**config.mk**
```make
export PLATFORM = sky130hd
export DESIGN_NAME = smc_front
export DESIGN_NICKNAME = d
export VERILOG_FILES = /design/src/rtl/smc_pkg.sv /design/src/rtl/smc_pin_sync.sv /design/src/rtl/smc_cmd_engine.sv /design/src/rtl/smc_out_shift.sv /design/src/rtl/smc_front.sv
export SDC_FILE = /design/constraint.sdc
export NUM_CORES = 1
export LEC_CHECK = 0
export ABC_CLOCK_PERIOD_IN_PS = 2400
export BUFFER_PORTS_ARGS = -buffer_cell sky130_fd_sc_hd__clkbuf_2
export CAP_MARGIN = 10
export CORE_ASPECT_RATIO = 0.8
export CORE_MARGIN = 2
export CORE_UTILIZATION = 35
export DETAILED_ROUTE_END_ITERATION = 10
export PLACE_DENSITY = 0.61
export SLEW_MARGIN = 40
export SYNTH_ARGS = -nofsm -noshare
export SYNTH_HDL_FRONTEND = slang
export SYNTH_HIERARCHICAL = 1
export SYNTH_SLANG_ARGS = --single-unit
```
**constraint.sdc**
```tcl
create_clock -name clk -period 2.4 [get_ports clk]
set_input_delay 0.24 -clock clk [delete_from_list [all_inputs] [get_ports clk]]
set_output_delay 0.24 -clock clk [all_outputs]
set_load 0.1 [all_outputs]
```
**src/rtl/smc_pkg.sv**
```systemverilog
// Shared command codes and state types for the serial memory front end.
package smc_pkg;

    localparam logic [7:0] CMD_RD_ARRAY  = 8'h03;
    localparam logic [7:0] CMD_WR_ARRAY  = 8'h02;
    localparam logic [7:0] CMD_WEN_CLR   = 8'h04;
    localparam logic [7:0] CMD_WEN_SET   = 8'h06;
    localparam logic [7:0] CMD_RD_STATUS = 8'h05;
    localparam logic [7:0] CMD_WR_STATUS = 8'h01;

    typedef enum logic [2:0] {
        ST_OPCODE,
        ST_ADDR,
        ST_RDATA,
        ST_RSTAT,
        ST_WDATA,
        ST_WEN_ARM,
        ST_DRAIN
    } smc_state_e;

    typedef enum logic [1:0] {
        SRC_NONE,
        SRC_ARRAY,
        SRC_STATUS
    } smc_src_e;

endpackage

```
**src/rtl/smc_pin_sync.sv**
```systemverilog
// Brings the four serial pins into the system clock domain and detects edges.
// Assumes: STAGES >= 2, and each serial clock half-period lasts at least
// STAGES + 4 system clocks.
// Clock edges are reported only while select is active and pause is released.
module smc_pin_sync #(
    parameter int STAGES = 2
) (
    input  logic clk,
    input  logic rst_n,
    input  logic sck,
    input  logic cs_n,
    input  logic si,
    input  logic hold_n,
    output logic sck_rise,
    output logic sck_fall,
    output logic cs_act,
    output logic cs_rise,
    output logic si_s,
    output logic hold_s
);
    localparam int NPIN = 4;
    // idle levels: hold_n=1, si=0, cs_n=1, sck=0
    localparam logic [NPIN-1:0] IDLE_LVL = 4'b1010;

    logic [NPIN-1:0] raw;
    logic [NPIN-1:0] syn;
    logic            sck_q;
    logic            csn_q;

    assign raw = {hold_n, si, cs_n, sck};

    for (genvar g = 0; g < NPIN; g++) begin : g_pin
        logic [STAGES-1:0] chain;
        // synchronizer chain for one pin
        always_ff @(posedge clk) begin
            if (!rst_n) chain <= {STAGES{IDLE_LVL[g]}};
            else        chain <= {chain[STAGES-2:0], raw[g]};
        end
        assign syn[g] = chain[STAGES-1];
    end

    // remember previous clock and select levels for edge detection
    always_ff @(posedge clk) begin
        if (!rst_n) begin
            sck_q <= 1'b0;
            csn_q <= 1'b1;
        end else begin
            sck_q <= syn[0];
            csn_q <= syn[1];
        end
    end

    assign cs_act   = ~syn[1];
    assign hold_s   = syn[3];
    assign si_s     = syn[2];
    assign cs_rise  = syn[1] & ~csn_q;
    assign sck_rise = syn[0] & ~sck_q & cs_act & hold_s;
    assign sck_fall = ~syn[0] & sck_q & cs_act & hold_s;

endmodule

```
**src/rtl/smc_cmd_engine.sv**
```systemverilog
// Command decoder and sequencer: shifts in the command and address, keeps the
// byte pointer and the write-enable latch, and issues write strobes.
// Assumes: ADDR_W > 8, and the strobes arrive from smc_pin_sync.
module smc_cmd_engine
    import smc_pkg::*;
#(
    parameter int ADDR_W = 11
) (
    input  logic              clk,
    input  logic              rst_n,
    input  logic              sck_rise,
    input  logic              cs_act,
    input  logic              cs_rise,
    input  logic              si_s,
    input  logic              hold_s,
    input  logic              wr_busy,
    output logic [2:0]        bit_idx,
    output smc_src_e          out_src,
    output logic [ADDR_W-1:0] ptr,
    output logic              wel,
    output logic              wr_byte_vld,
    output logic              wr_to_status,
    output logic [ADDR_W-1:0] wr_addr,
    output logic [7:0]        wr_byte,
    output logic              wr_commit
);
    localparam int HI_W = ADDR_W - 8;

    smc_state_e      state;
    logic [2:0]      bitcnt;
    logic [6:0]      shreg;
    logic            addr_byte;
    logic            rd_cmd;
    logic            to_status;
    logic            wrote_any;
    logic [HI_W-1:0] ahi;
    logic [7:0]      nb;

    assign nb      = {shreg, si_s};
    assign bit_idx = bitcnt;

    // choose the byte source the output shifter serves
    always_comb begin
        case (state)
            ST_RDATA: out_src = SRC_ARRAY;
            ST_RSTAT: out_src = SRC_STATUS;
            default:  out_src = SRC_NONE;
        endcase
    end

    // command sequencing, latch, pointer and write strobes
    always_ff @(posedge clk) begin
        if (!rst_n) begin
            state        <= ST_OPCODE;
            bitcnt       <= 3'd0;
            shreg        <= 7'd0;
            addr_byte    <= 1'b0;
            rd_cmd       <= 1'b0;
            to_status    <= 1'b0;
            wrote_any    <= 1'b0;
            ahi          <= '0;
            ptr          <= '0;
            wel          <= 1'b0;
            wr_byte_vld  <= 1'b0;
            wr_to_status <= 1'b0;
            wr_addr      <= '0;
            wr_byte      <= 8'd0;
            wr_commit    <= 1'b0;
        end else begin
            wr_byte_vld <= 1'b0;
            wr_commit   <= 1'b0;
            if (cs_rise) begin
                if (state == ST_WEN_ARM) wel <= 1'b1;
                if (state == ST_WDATA && bitcnt == 3'd0 && wrote_any) wr_commit <= 1'b1;
            end
            if (!cs_act) begin
                state     <= ST_OPCODE;
                bitcnt    <= 3'd0;
                addr_byte <= 1'b0;
                wrote_any <= 1'b0;
            end else if (sck_rise) begin
                bitcnt <= bitcnt + 3'd1;
                shreg  <= nb[6:0];
                if (state == ST_WEN_ARM) begin
                    state <= ST_DRAIN;
                end else if (bitcnt == 3'd7) begin
                    case (state)
                        ST_OPCODE: begin
                            case (nb)
                                CMD_RD_ARRAY: begin
                                    rd_cmd <= 1'b1;
                                    state  <= ST_ADDR;
                                end
                                CMD_WR_ARRAY: begin
                                    rd_cmd    <= 1'b0;
                                    to_status <= 1'b0;
                                    state     <= (wel && !wr_busy) ? ST_ADDR : ST_DRAIN;
                                end
                                CMD_WEN_CLR: begin
                                    wel   <= 1'b0;
                                    state <= ST_DRAIN;
                                end
                                CMD_WEN_SET:   state <= ST_WEN_ARM;
                                CMD_RD_STATUS: state <= ST_RSTAT;
                                CMD_WR_STATUS: begin
                                    to_status <= 1'b1;
                                    state     <= (wel && !wr_busy) ? ST_WDATA : ST_DRAIN;
                                end
                                default: state <= ST_DRAIN;
                            endcase
                        end
                        ST_ADDR: begin
                            if (!addr_byte) begin
                                addr_byte <= 1'b1;
                                ahi       <= nb[HI_W-1:0];
                            end else begin
                                ptr   <= {ahi, nb};
                                state <= rd_cmd ? (wr_busy ? ST_DRAIN : ST_RDATA) : ST_WDATA;
                            end
                        end
                        ST_RDATA: ptr <= ptr + 1'b1;
                        ST_WDATA: begin
                            wr_byte_vld  <= 1'b1;
                            wr_byte      <= nb;
                            wr_addr      <= to_status ? '0 : ptr;
                            wr_to_status <= to_status;
                            wrote_any    <= 1'b1;
                            if (!to_status) ptr <= ptr + 1'b1;
                        end
                        default: ;
                    endcase
                end
            end
        end
    end

    p_wr_needs_latch_r11: assert property (@(posedge clk) disable iff (!rst_n)
        wr_byte_vld |-> wel);
    p_commit_at_release_r12: assert property (@(posedge clk) disable iff (!rst_n)
        wr_commit |-> $past(cs_rise));
    p_latch_set_at_release_r6: assert property (@(posedge clk) disable iff (!rst_n)
        $rose(wel) |-> $past(cs_rise));
    p_pause_freezes_bits_r8: assert property (@(posedge clk) disable iff (!rst_n)
        (!hold_s && cs_act) |=> $stable(bitcnt));

endmodule

```
**src/rtl/smc_out_shift.sv**
```systemverilog
// Output shifter: presents one read bit per falling serial clock edge.
// Assumes: the byte source is stable from the rising edge that ends the
// previous byte until the next falling edge (memory latency of one clock).
module smc_out_shift
    import smc_pkg::*;
(
    input  logic     clk,
    input  logic     rst_n,
    input  logic     sck_fall,
    input  logic     cs_act,
    input  logic     hold_s,
    input  smc_src_e out_src,
    input  logic [2:0] bit_idx,
    input  logic [7:0] mem_rdata,
    input  logic [7:0] status_in,
    output logic     so,
    output logic     so_oe
);
    logic [7:0] cur;
    logic       drive;

    assign cur   = (out_src == SRC_STATUS) ? status_in : mem_rdata;
    assign so_oe = drive && hold_s && cs_act && (out_src != SRC_NONE);

    // update the output bit on each falling edge of a read phase
    always_ff @(posedge clk) begin
        if (!rst_n) begin
            so    <= 1'b0;
            drive <= 1'b0;
        end else if (!cs_act) begin
            drive <= 1'b0;
        end else if (sck_fall && out_src != SRC_NONE) begin
            so    <= cur[~bit_idx];
            drive <= 1'b1;
        end
    end

    p_drive_starts_on_fall_r4: assert property (@(posedge clk) disable iff (!rst_n)
        $rose(drive) |-> $past(sck_fall));

endmodule

```
**src/rtl/smc_front.sv**
```systemverilog
// Top of the serial memory front end: pin synchronizer, command engine and
// output shifter. The data-out pad is expressed as a value plus an enable.
module smc_front
    import smc_pkg::*;
#(
    parameter int ADDR_W      = 11,
    parameter int SYNC_STAGES = 2
) (
    input  logic              clk,
    input  logic              rst_n,
    input  logic              spi_sck,
    input  logic              spi_cs_n,
    input  logic              spi_si,
    input  logic              spi_hold_n,
    output logic              spi_so,
    output logic              spi_so_oe,
    output logic [ADDR_W-1:0] mem_raddr,
    input  logic [7:0]        mem_rdata,
    input  logic              wr_busy,
    input  logic [7:0]        status_in,
    output logic              wel,
    output logic              wr_byte_vld,
    output logic              wr_to_status,
    output logic [ADDR_W-1:0] wr_addr,
    output logic [7:0]        wr_byte,
    output logic              wr_commit
);
    logic       sck_rise, sck_fall, cs_act, cs_rise, si_s, hold_s;
    logic [2:0] bit_idx;
    smc_src_e   out_src;

    smc_pin_sync #(.STAGES(SYNC_STAGES)) u_sync (
        .clk      (clk),
        .rst_n    (rst_n),
        .sck      (spi_sck),
        .cs_n     (spi_cs_n),
        .si       (spi_si),
        .hold_n   (spi_hold_n),
        .sck_rise (sck_rise),
        .sck_fall (sck_fall),
        .cs_act   (cs_act),
        .cs_rise  (cs_rise),
        .si_s     (si_s),
        .hold_s   (hold_s)
    );

    smc_cmd_engine #(.ADDR_W(ADDR_W)) u_eng (
        .clk          (clk),
        .rst_n        (rst_n),
        .sck_rise     (sck_rise),
        .cs_act       (cs_act),
        .cs_rise      (cs_rise),
        .si_s         (si_s),
        .hold_s       (hold_s),
        .wr_busy      (wr_busy),
        .bit_idx      (bit_idx),
        .out_src      (out_src),
        .ptr          (mem_raddr),
        .wel          (wel),
        .wr_byte_vld  (wr_byte_vld),
        .wr_to_status (wr_to_status),
        .wr_addr      (wr_addr),
        .wr_byte      (wr_byte),
        .wr_commit    (wr_commit)
    );

    smc_out_shift u_out (
        .clk       (clk),
        .rst_n     (rst_n),
        .sck_fall  (sck_fall),
        .cs_act    (cs_act),
        .hold_s    (hold_s),
        .out_src   (out_src),
        .bit_idx   (bit_idx),
        .mem_rdata (mem_rdata),
        .status_in (status_in),
        .so        (spi_so),
        .so_oe     (spi_so_oe)
    );

endmodule

```
Word-level counts from Yosys, hierarchy flattened

Index checks and enable logic that the tools add are counted.
W data, S select, Z words.

Output and inout port bits: 36
Bits of input ports: 23
Register bits after elaboration: 66
Logic and storage cells: 117

Magnitude comparators: 1
Equality and inequality tests: 16
Bitwise gates (word level): 17
Muxes and demuxes: 29
Reduce and logical (&&, ||, !) cells: 29
$add $sub $neg: 2

Operators with widths:

| cell                    | number |
|---|---|
| $mux W11                | 3 |
| $pmux W11 S3            | 1 |
| $eq A8 B3 Y1 const B    | 3 |
| $mux W3                 | 6 |
| $reduce_and A6 Y1       | 3 |
| $eq A8 B2 Y1 const B    | 2 |
| $pmux W3 S5             | 1 |
| $reduce_and A4 Y1       | 3 |
| $add A11 B1 Y11 const B | 1 |
| $mux W1                 | 11 |
| $eq A3 B3 Y1 const B    | 3 |
| $not A1 Y1              | 9 |
| $eq A8 B1 Y1 const B    | 1 |
| $mux W8                 | 1 |
| $reduce_bool A2 Y1      | 4 |
| $and A1 B1 Y1           | 7 |
| $logic_and A1 B1 Y1     | 7 |
| $reduce_and A7 Y1       | 1 |
| $eq A3 B2 Y1 const B    | 2 |
| $logic_not A3 Y1        | 2 |
| $pmux W3 S2             | 1 |
| $reduce_and A2 Y1       | 3 |
| $reduce_bool A3 Y1      | 2 |
| $reduce_and A5 Y1       | 1 |
| other kinds (15)        | 16 |

Depth between registers and ports, before layout

Gate-level depths: netlist of the first run.

Depth in word-level cells: 9
Gate-level depth with buffers: 8
Mapped depth without buffers: 6

Modules after synthesis

The synthesis of the first run kept the hierarchy.

Modules (own cells, without submodules):

| module         | instances | cells an instance | sequential area each (um2) | area an instance (um2) |
|---|---|---|---|---|
| smc_cmd_engine | 1         | 315               | 1081.0                     | 2615.0 |
| smc_pin_sync   | 1         | 24                | 200.2                      | 297.8 |
| smc_out_shift  | 1         | 28                | 40.0                       | 267.8 |

Worst setup path after synthesis of the first run

Ideal clock, no wire load.

Path kind: reg-to-output
Start: register u_eng.state[0]
End: output spi_so_oe
Path buffers: 2
Stages on the path, launching flop included: 5
Arrival time: 2.038 ns
Setup slack: 0.122 ns
Data required time: 2.160 ns
Cells stage by stage: dfxtp_1 > clkbuf_1 > clkbuf_1 > and3b_1 > o2111a_1

Word-level cells in the longest chain between the ends: 4
Elaborated cells between the ends (all ways): 5
Classes of those cells: eq/ne: 2; mux: 1; reduce/logical: 2

RTL lines:

| what                    | RTL line              | RTL |
|---|---|---|
| from (decl)             | smc_cmd_engine.sv:29  | `smc_state_e state;` |
| from (signal assigned)  | smc_cmd_engine.sv:97  | `state <= (wel && !wr_busy) ? ST_ADDR : ST_DRAIN;` |
| from (signal assigned)  | smc_cmd_engine.sv:107 | `state <= (wel && !wr_busy) ? ST_WDATA : ST_DRAIN;` |
| from (signal assigned)  | smc_cmd_engine.sv:118 | `state <= rd_cmd ? (wr_busy ? ST_DRAIN : ST_RDATA) : ST_WDATA;` |
| $eq A3 B2 Y1            | smc_cmd_engine.sv:44  | `case (state)` |
| $pmux W2 S2 (*)         | smc_cmd_engine.sv:44  |  |
| via out_src[1]          | smc_front.sv:30       | `smc_src_e out_src;` |
| $reduce_bool A2 Y1 (*)  | smc_out_shift.sv:23   | `assign so_oe = drive && hold_s && cs_act && (out_src != SRC_NONE);` |
| $logic_and A1 B1 Y1 (*) | smc_out_shift.sv:23   |  |
| to (decl)               | smc_front.sv:16       | `output logic spi_so_oe,` |

Mark *: on every way through the listed nets, which the timed path passes. The rest lies on a longest branch.

Worst setup path after layout of the first run

Start: register u_eng.state[1]
End: output spi_so_oe

The elaborated chain is that of the path after synthesis.

==> results of run 1 <==
synth_stat cells (all sizes together) (7+ instances only):
| master | instances |
|---|---|
| a21oi | 44 |
| and2 | 7 |
| buf | 10 |
| clkbuf | 15 |
| dfxtp | 66 |
| inv | 11 |
| nand2 | 57 |
| nand2b | 7 |
| nand3 | 15 |
| nand3b | 12 |
| nor2 | 12 |
| nor3 | 8 |
| o31a | 7 |
power by group through the flow:
| stage | logic, mW | registers [mW] | clock network (mW) |
|---|---|---|---|
| finish | 0.0725 | 1.11 | 1.30 |
| global placement | 0.0715 | 1.13 | 0 |
| CTS | 0.0730 | 1.11 | 1.32 |
| detailed placement | 0.0728 | 1.14 | 0 |
| global route | 0.0803 | 1.11 | 1.37 |
| floorplan | 0.0386 | 1.13 | 0 |
per-layer routing:
layer	vias up	track usage
met1	1383	0.225
met2	83	0.249
met3	12	0.0380
met5	-	0
li1	1445	-
met4	0	0.0693
layout make-up:
class | instances | area (um^2)
fill | 869 | 5050
inverter | 11 | 41.3
sequential | 66 | 1320
clock inverter | 4 | 51.3
timing repair buffer | 73 | 405
clock buffer | 12 | 246
tap | 115 | 144
multi-input combinational | 265 | 1700
sequential cells by signal (all words and copies together), names as in the netlist:
signal	count
u_sync/g_pin.chain	8
u_sync/csn_q	1
u_eng/rd_cmd	1
u_eng/bit_idx	3
u_sync/sck_q	1
u_eng/wel	1
u_eng/wr_byte_vld	1
u_eng/to_status	1
u_eng/wr_commit	1
u_eng/shreg	7
u_eng/addr_byte	1
u_eng/state	3
u_eng/wr_to_status	1
u_eng/wrote_any	1
u_out/so	1
u_eng/wr_addr	11
u_eng/ptr	11
u_out/drive	1
u_eng/ahi	3
u_eng/wr_byte	8
worst max-delay path, stage by stage (launching register included):
cell      delay [ns]
dfxtp_1         0.44
nor3b_2         0.56
o2111a_1        0.26
buf_4           0.29
final timing paths:
kind                                          startpoint                       end  slack (ns)
worst max register to register            u_eng/state[1]                  u_out/so        0.30
worst min-delay path                            spi_cs_n  u_sync/g_pin[1].chain[0]        0.08
worst max-delay path                      u_eng/state[1]                 spi_so_oe        0.28
worst min register to register  u_sync/g_pin[1].chain[0]  u_sync/g_pin[1].chain[1]        0.41
logic make-up (layout without fill, tap and decap cells):
family	after synthesis	after routing	share of synthesized area
AND/OR/NAND/NOR	160	160	0.288
AO/OA/AOI/OAI	90	90	0.187
flip-flops	66	66	0.415
buffers and inverters	36	100	0.0523
multiplexers	9	9	0.0366
adder cells (fa/ha/maj)	4	4	0.0157
XOR/XNOR	2	2	0.00551
through the flow:
step | util | power [mW]
6_report | 0.437 | 2.48
5_1_grt | 0.437 | 2.56
4_1_cts | 0.436 | 2.50
3_5_place_dp | 0.402 | 1.21
3_3_place_gp | 0.402 | 1.21
2_1_floorplan | - | 1.17
==> impl_metrics.yaml, run 1 <==
clocking:
  clkTransAtPathRegs_ns: 0.05
  cts_setup_buffers: 0
  cts_htree_levels: 3
  ctsResizeCount: 0
  hold_buffers: 0
  clk_latency_ns: 0.33
  cts_made_buffers: 9
  cts_tree: "done"
  cts_sinks: 66
  clock-root-buffer: "clkbuf_16"
  clk_path_buf_depth: 2
outcome:
  status: "complete, no violations"
global_routing:
  grt_max_degree: 21
  antenna_found_initial: 0
  grt_pass1_wl_mm: 13.1
  overflow: 0
  grt_pass1_vias: 2635
  grt_usage: 0.164
logic_synthesis:
  synth_cells: 367
  ys_top_cells_by_area: "dfxtp_1 42%, a21oi_1 6.9%, nand2_1 6.7%"
  yosysWarningCount: 6
  syn_nets: 394
  synthArstFlopShare: 0
  synth_ff_type: "dfxtp_1"
  synth_top_area_share: 0.415
  synth_cell_type_count: 62
  synth-edff-count: 0
  syn_avg_cell_area_um2: 8.67
  yosysTopAreaCell: "dfxtp_1"
  syn_area_um2: 3180
  ys_ff_latch: 66
  ys_seq_area_frac: 0.415
place:
  portBuffers: 58
  placed_cell_area_um2: 3600
  dp_hpwl_mm: 5.63
  dpl.cell_count: 530
  gp_congestion: 0.869
  place_ws_ns: 0.234
route:
  finalWirelength_mm: 8.02
  post_drt_wl_per_cell_um: 14.7
  vias: 2923
  detail_route.vias_per_cell: 5.35
  drtIter0Drc: 155
  drc_errors: 0
  detail-route-antenna-nets: 0
  dr.pass1.iters: 4
  met2WireLength_mm: 3.56
  routed.top_layer: "met4"
  met3_length_um: 435
  wl_met1_mm: 3.87
power_and_ir_drop:
  switching_share: 0.205
  irDropWorstVdd_mv: 0.327
  p_leak_nw: 1.52
  pwr-share-comb: 0.029
  p_seq_frac: 0.448
  clkPwrFrac: 0.523
  p_sw_mw: 0.510
  power.internal_mw: 1.97
  cellPowerDensity_nw_per_um2: 634
finish:
  antenna_cells: 0
  layoutNonFillerInstCount: 546
  layout.nets: 453
  mostFrequentLayoutCells: "66 x dfxtp_1, 57 x clkbuf_2, 57 x nand2_1"
  area_growth_pct: 23.0
  design_area_um2: 3910
  layout_commonest_cell: "dfxtp_1"
  final_layout_size_suffix_gt1_frac: 0.248
floorplan:
  dieArea_um2: 9870
  die_y_um: 89.3
  ios: 59
  start_util: 0.355
  dieWidth_um: 111
  std_cell_rows: 31
  coreArea_um2: 8960
sta:
  hold_slack_ns: 0.0842
  final_max_slew_viol_count: 0
  tightest_slew_ns: 0.710
  max_freq_mhz: 471
  min_period_over_period: 0.884
  slew_headroom: 0.526
  setup_tns_ns: 0
  fin_worst_skew_ns: 0.00793
  setup_viol: 0
  hold_viol: 0
  worst_slack_ns: 0.278
  rsz0062_at_grt: "false"
  min_period_ns: 2.12
critical_path:
  r2r_cells: 5
  endpoint_kind: "output pin"
  worstPathMaxFanout: 8
  critPathArrivalTime_ns: 1.88
  cp.required_ns: 2.16
  critPathKind: "reg2out"
  crit_path_start_kind: "register"
flow_run:
  drv_cap: 0
min_path:
  min_path_type: "in2reg"
  hold-path-cell-count: 2
(Power assumes the default switching activity.)
==> run 2: changes to the inputs <==
--- a/config.mk
+++ b/config.mk
@@ -12,7 +12,7 @@
 export CORE_MARGIN = 2
 export CORE_UTILIZATION = 35
 export DETAILED_ROUTE_END_ITERATION = 10
-export PLACE_DENSITY = 0.61
+export PLACE_DENSITY = 0.6
 export SLEW_MARGIN = 40
 export SYNTH_ARGS = -nofsm -noshare
 export SYNTH_HDL_FRONTEND = slang
==> impl_metrics.yaml, run 2 (synthesized netlist as in run 1, its figures left out) <==
critical_path:
  critPathKind: "reg2reg"
  critPathArrivalTime_ns: 2.24
  reg2reg_slack_ns: 0.36
  r2r-start: "u_eng/bit_idx[0]"
  worstPathMaxFanout: 9
  cp.required_ns: 2.59
  crit_path_start_kind: "register"
  endpoint_kind: "register"
  startpoint: "u_eng/bit_idx[0]"
power_and_ir_drop:
  finalPower_mw: 2.61
  cellPowerDensity_nw_per_um2: 663
  irDropWorstVdd_mv: 0.320
  p_leak_nw: 1.53
route:
  drc_errors: 0
  drtIter0Drc: 133
  dr.pass1.iters: 6
  detail_route.vias_per_cell: 5.32
  vias: 2899
  detail-route-antenna-nets: 0
  finalWirelength_mm: 8.00
  post_drt_wl_per_cell_um: 14.7
flow_run:
  drv_cap: 0
finish:
  final_layout_size_suffix_gt1_frac: 0.249
  design_area_um2: 3940
  layoutNonFillerInstCount: 545
  final_util: 0.439
  mostFrequentLayoutCells: "66 x dfxtp_1, 57 x clkbuf_2, 57 x nand2_1"
  largestRegisters: "u_eng/ptr x11, u_eng/wr_addr x11"
  antenna_cells: 0
  layout_commonest_cell: "dfxtp_1"
  layout.nets: 452
  area_growth_pct: 23.8
sta:
  final_max_slew_viol_count: 0
  max_freq_mhz: 490
  tightest_slew_ns: 0.780
  fin_worst_skew_ns: 0.00488
  min_period_over_period: 0.851
  hold_slack_ns: 0.0919
  rsz0062_at_grt: "false"
  setup_viol: 0
  slew_headroom: 0.480
  setup_tns_ns: 0
  worst_slack_ns: 0.357
  min_period_ns: 2.04
  hold_viol: 0
min_path:
  min_path_type: "in2reg"
  hp-start: "spi_hold_n"
global_routing:
  overflow: 0
  grt_pass1_wl_mm: 13.0
  grt_pass1_vias: 2609
  use_met1: 0.225
  grt-busiest-layer: "met2"
  met3_usage: 0.0427
  grt_max_degree: 28
  antenna_found_initial: 0
  grt_usage: 0.162
  gr-usage-met2: 0.255
clocking:
  hold_buffers: 0
  ctsResizeCount: 0
  clk_latency_ns: 0.32
  clkTransAtPathRegs_ns: 0.05
  clk_path_buf_depth: 2
  cts_sinks: 66
  clock-root-buffer: "clkbuf_16"
  cts_setup_buffers: 0
  cts_made_buffers: 9
  cts_htree_levels: 3
  cts_tree: "done"
outcome:
  status: "complete, no violations"
floorplan:
  start_util: 0.355
  dieArea_um2: 9870
  die_y_um: 89.3
  coreArea_um2: 8960
  ios: 59
  dieWidth_um: 111
  std_cell_rows: 31
place:
  dpl.cell_count: 529
  portBuffers: 58
  placed_cell_area_um2: 3600
  dp_hpwl_mm: 5.71
  place_ws_ns: 0.215
  gp_congestion: 0.837
==> run 2: final cells by class <==
type	instances	area, um^2
fill	886	5020
multi-input combinational	265	1700
sequential	66	1320
timing repair buffer	72	398
clock buffer	12	256
tap	115	144
clock inverter	4	73.8
inverter	11	41.3
==> run 2: worst paths after layout <==
kind / endpoint / cells past startpoint
hold reg to reg: u_sync/g_pin[3].chain[1] / 1
setup / recovery: u_eng/ahi[2] / 6
setup reg to reg: u_eng/ahi[2] / 6
hold / removal: u_sync/g_pin[3].chain[0] / 2
==> run 2: power breakdown <==
part           leakage, nW  internal (mW)  switching (mW)
combinational        0.839         0.0329          0.0389
clock                0.163          0.966           0.461
sequential           0.534           1.11         0.00640
total                 1.53           2.10           0.507
==> run 2: critical path, stage by stage (launching register included) <==
cell	delay, ns
dfxtp_1	0.50
ha_1	0.21
ha_1	0.21
nand4b_1	0.23
or3b_1	0.53
mux2i_1	0.18
nor2_1	0.05
==> run 2: layer usage <==
metal / share of wire / up-vias
li1: - / 1440
met1: 0.48 / 1373
met2: 0.46 / 76
met3: 0.050 / 10
met4: 0.010 / 0
met5: 0 / -
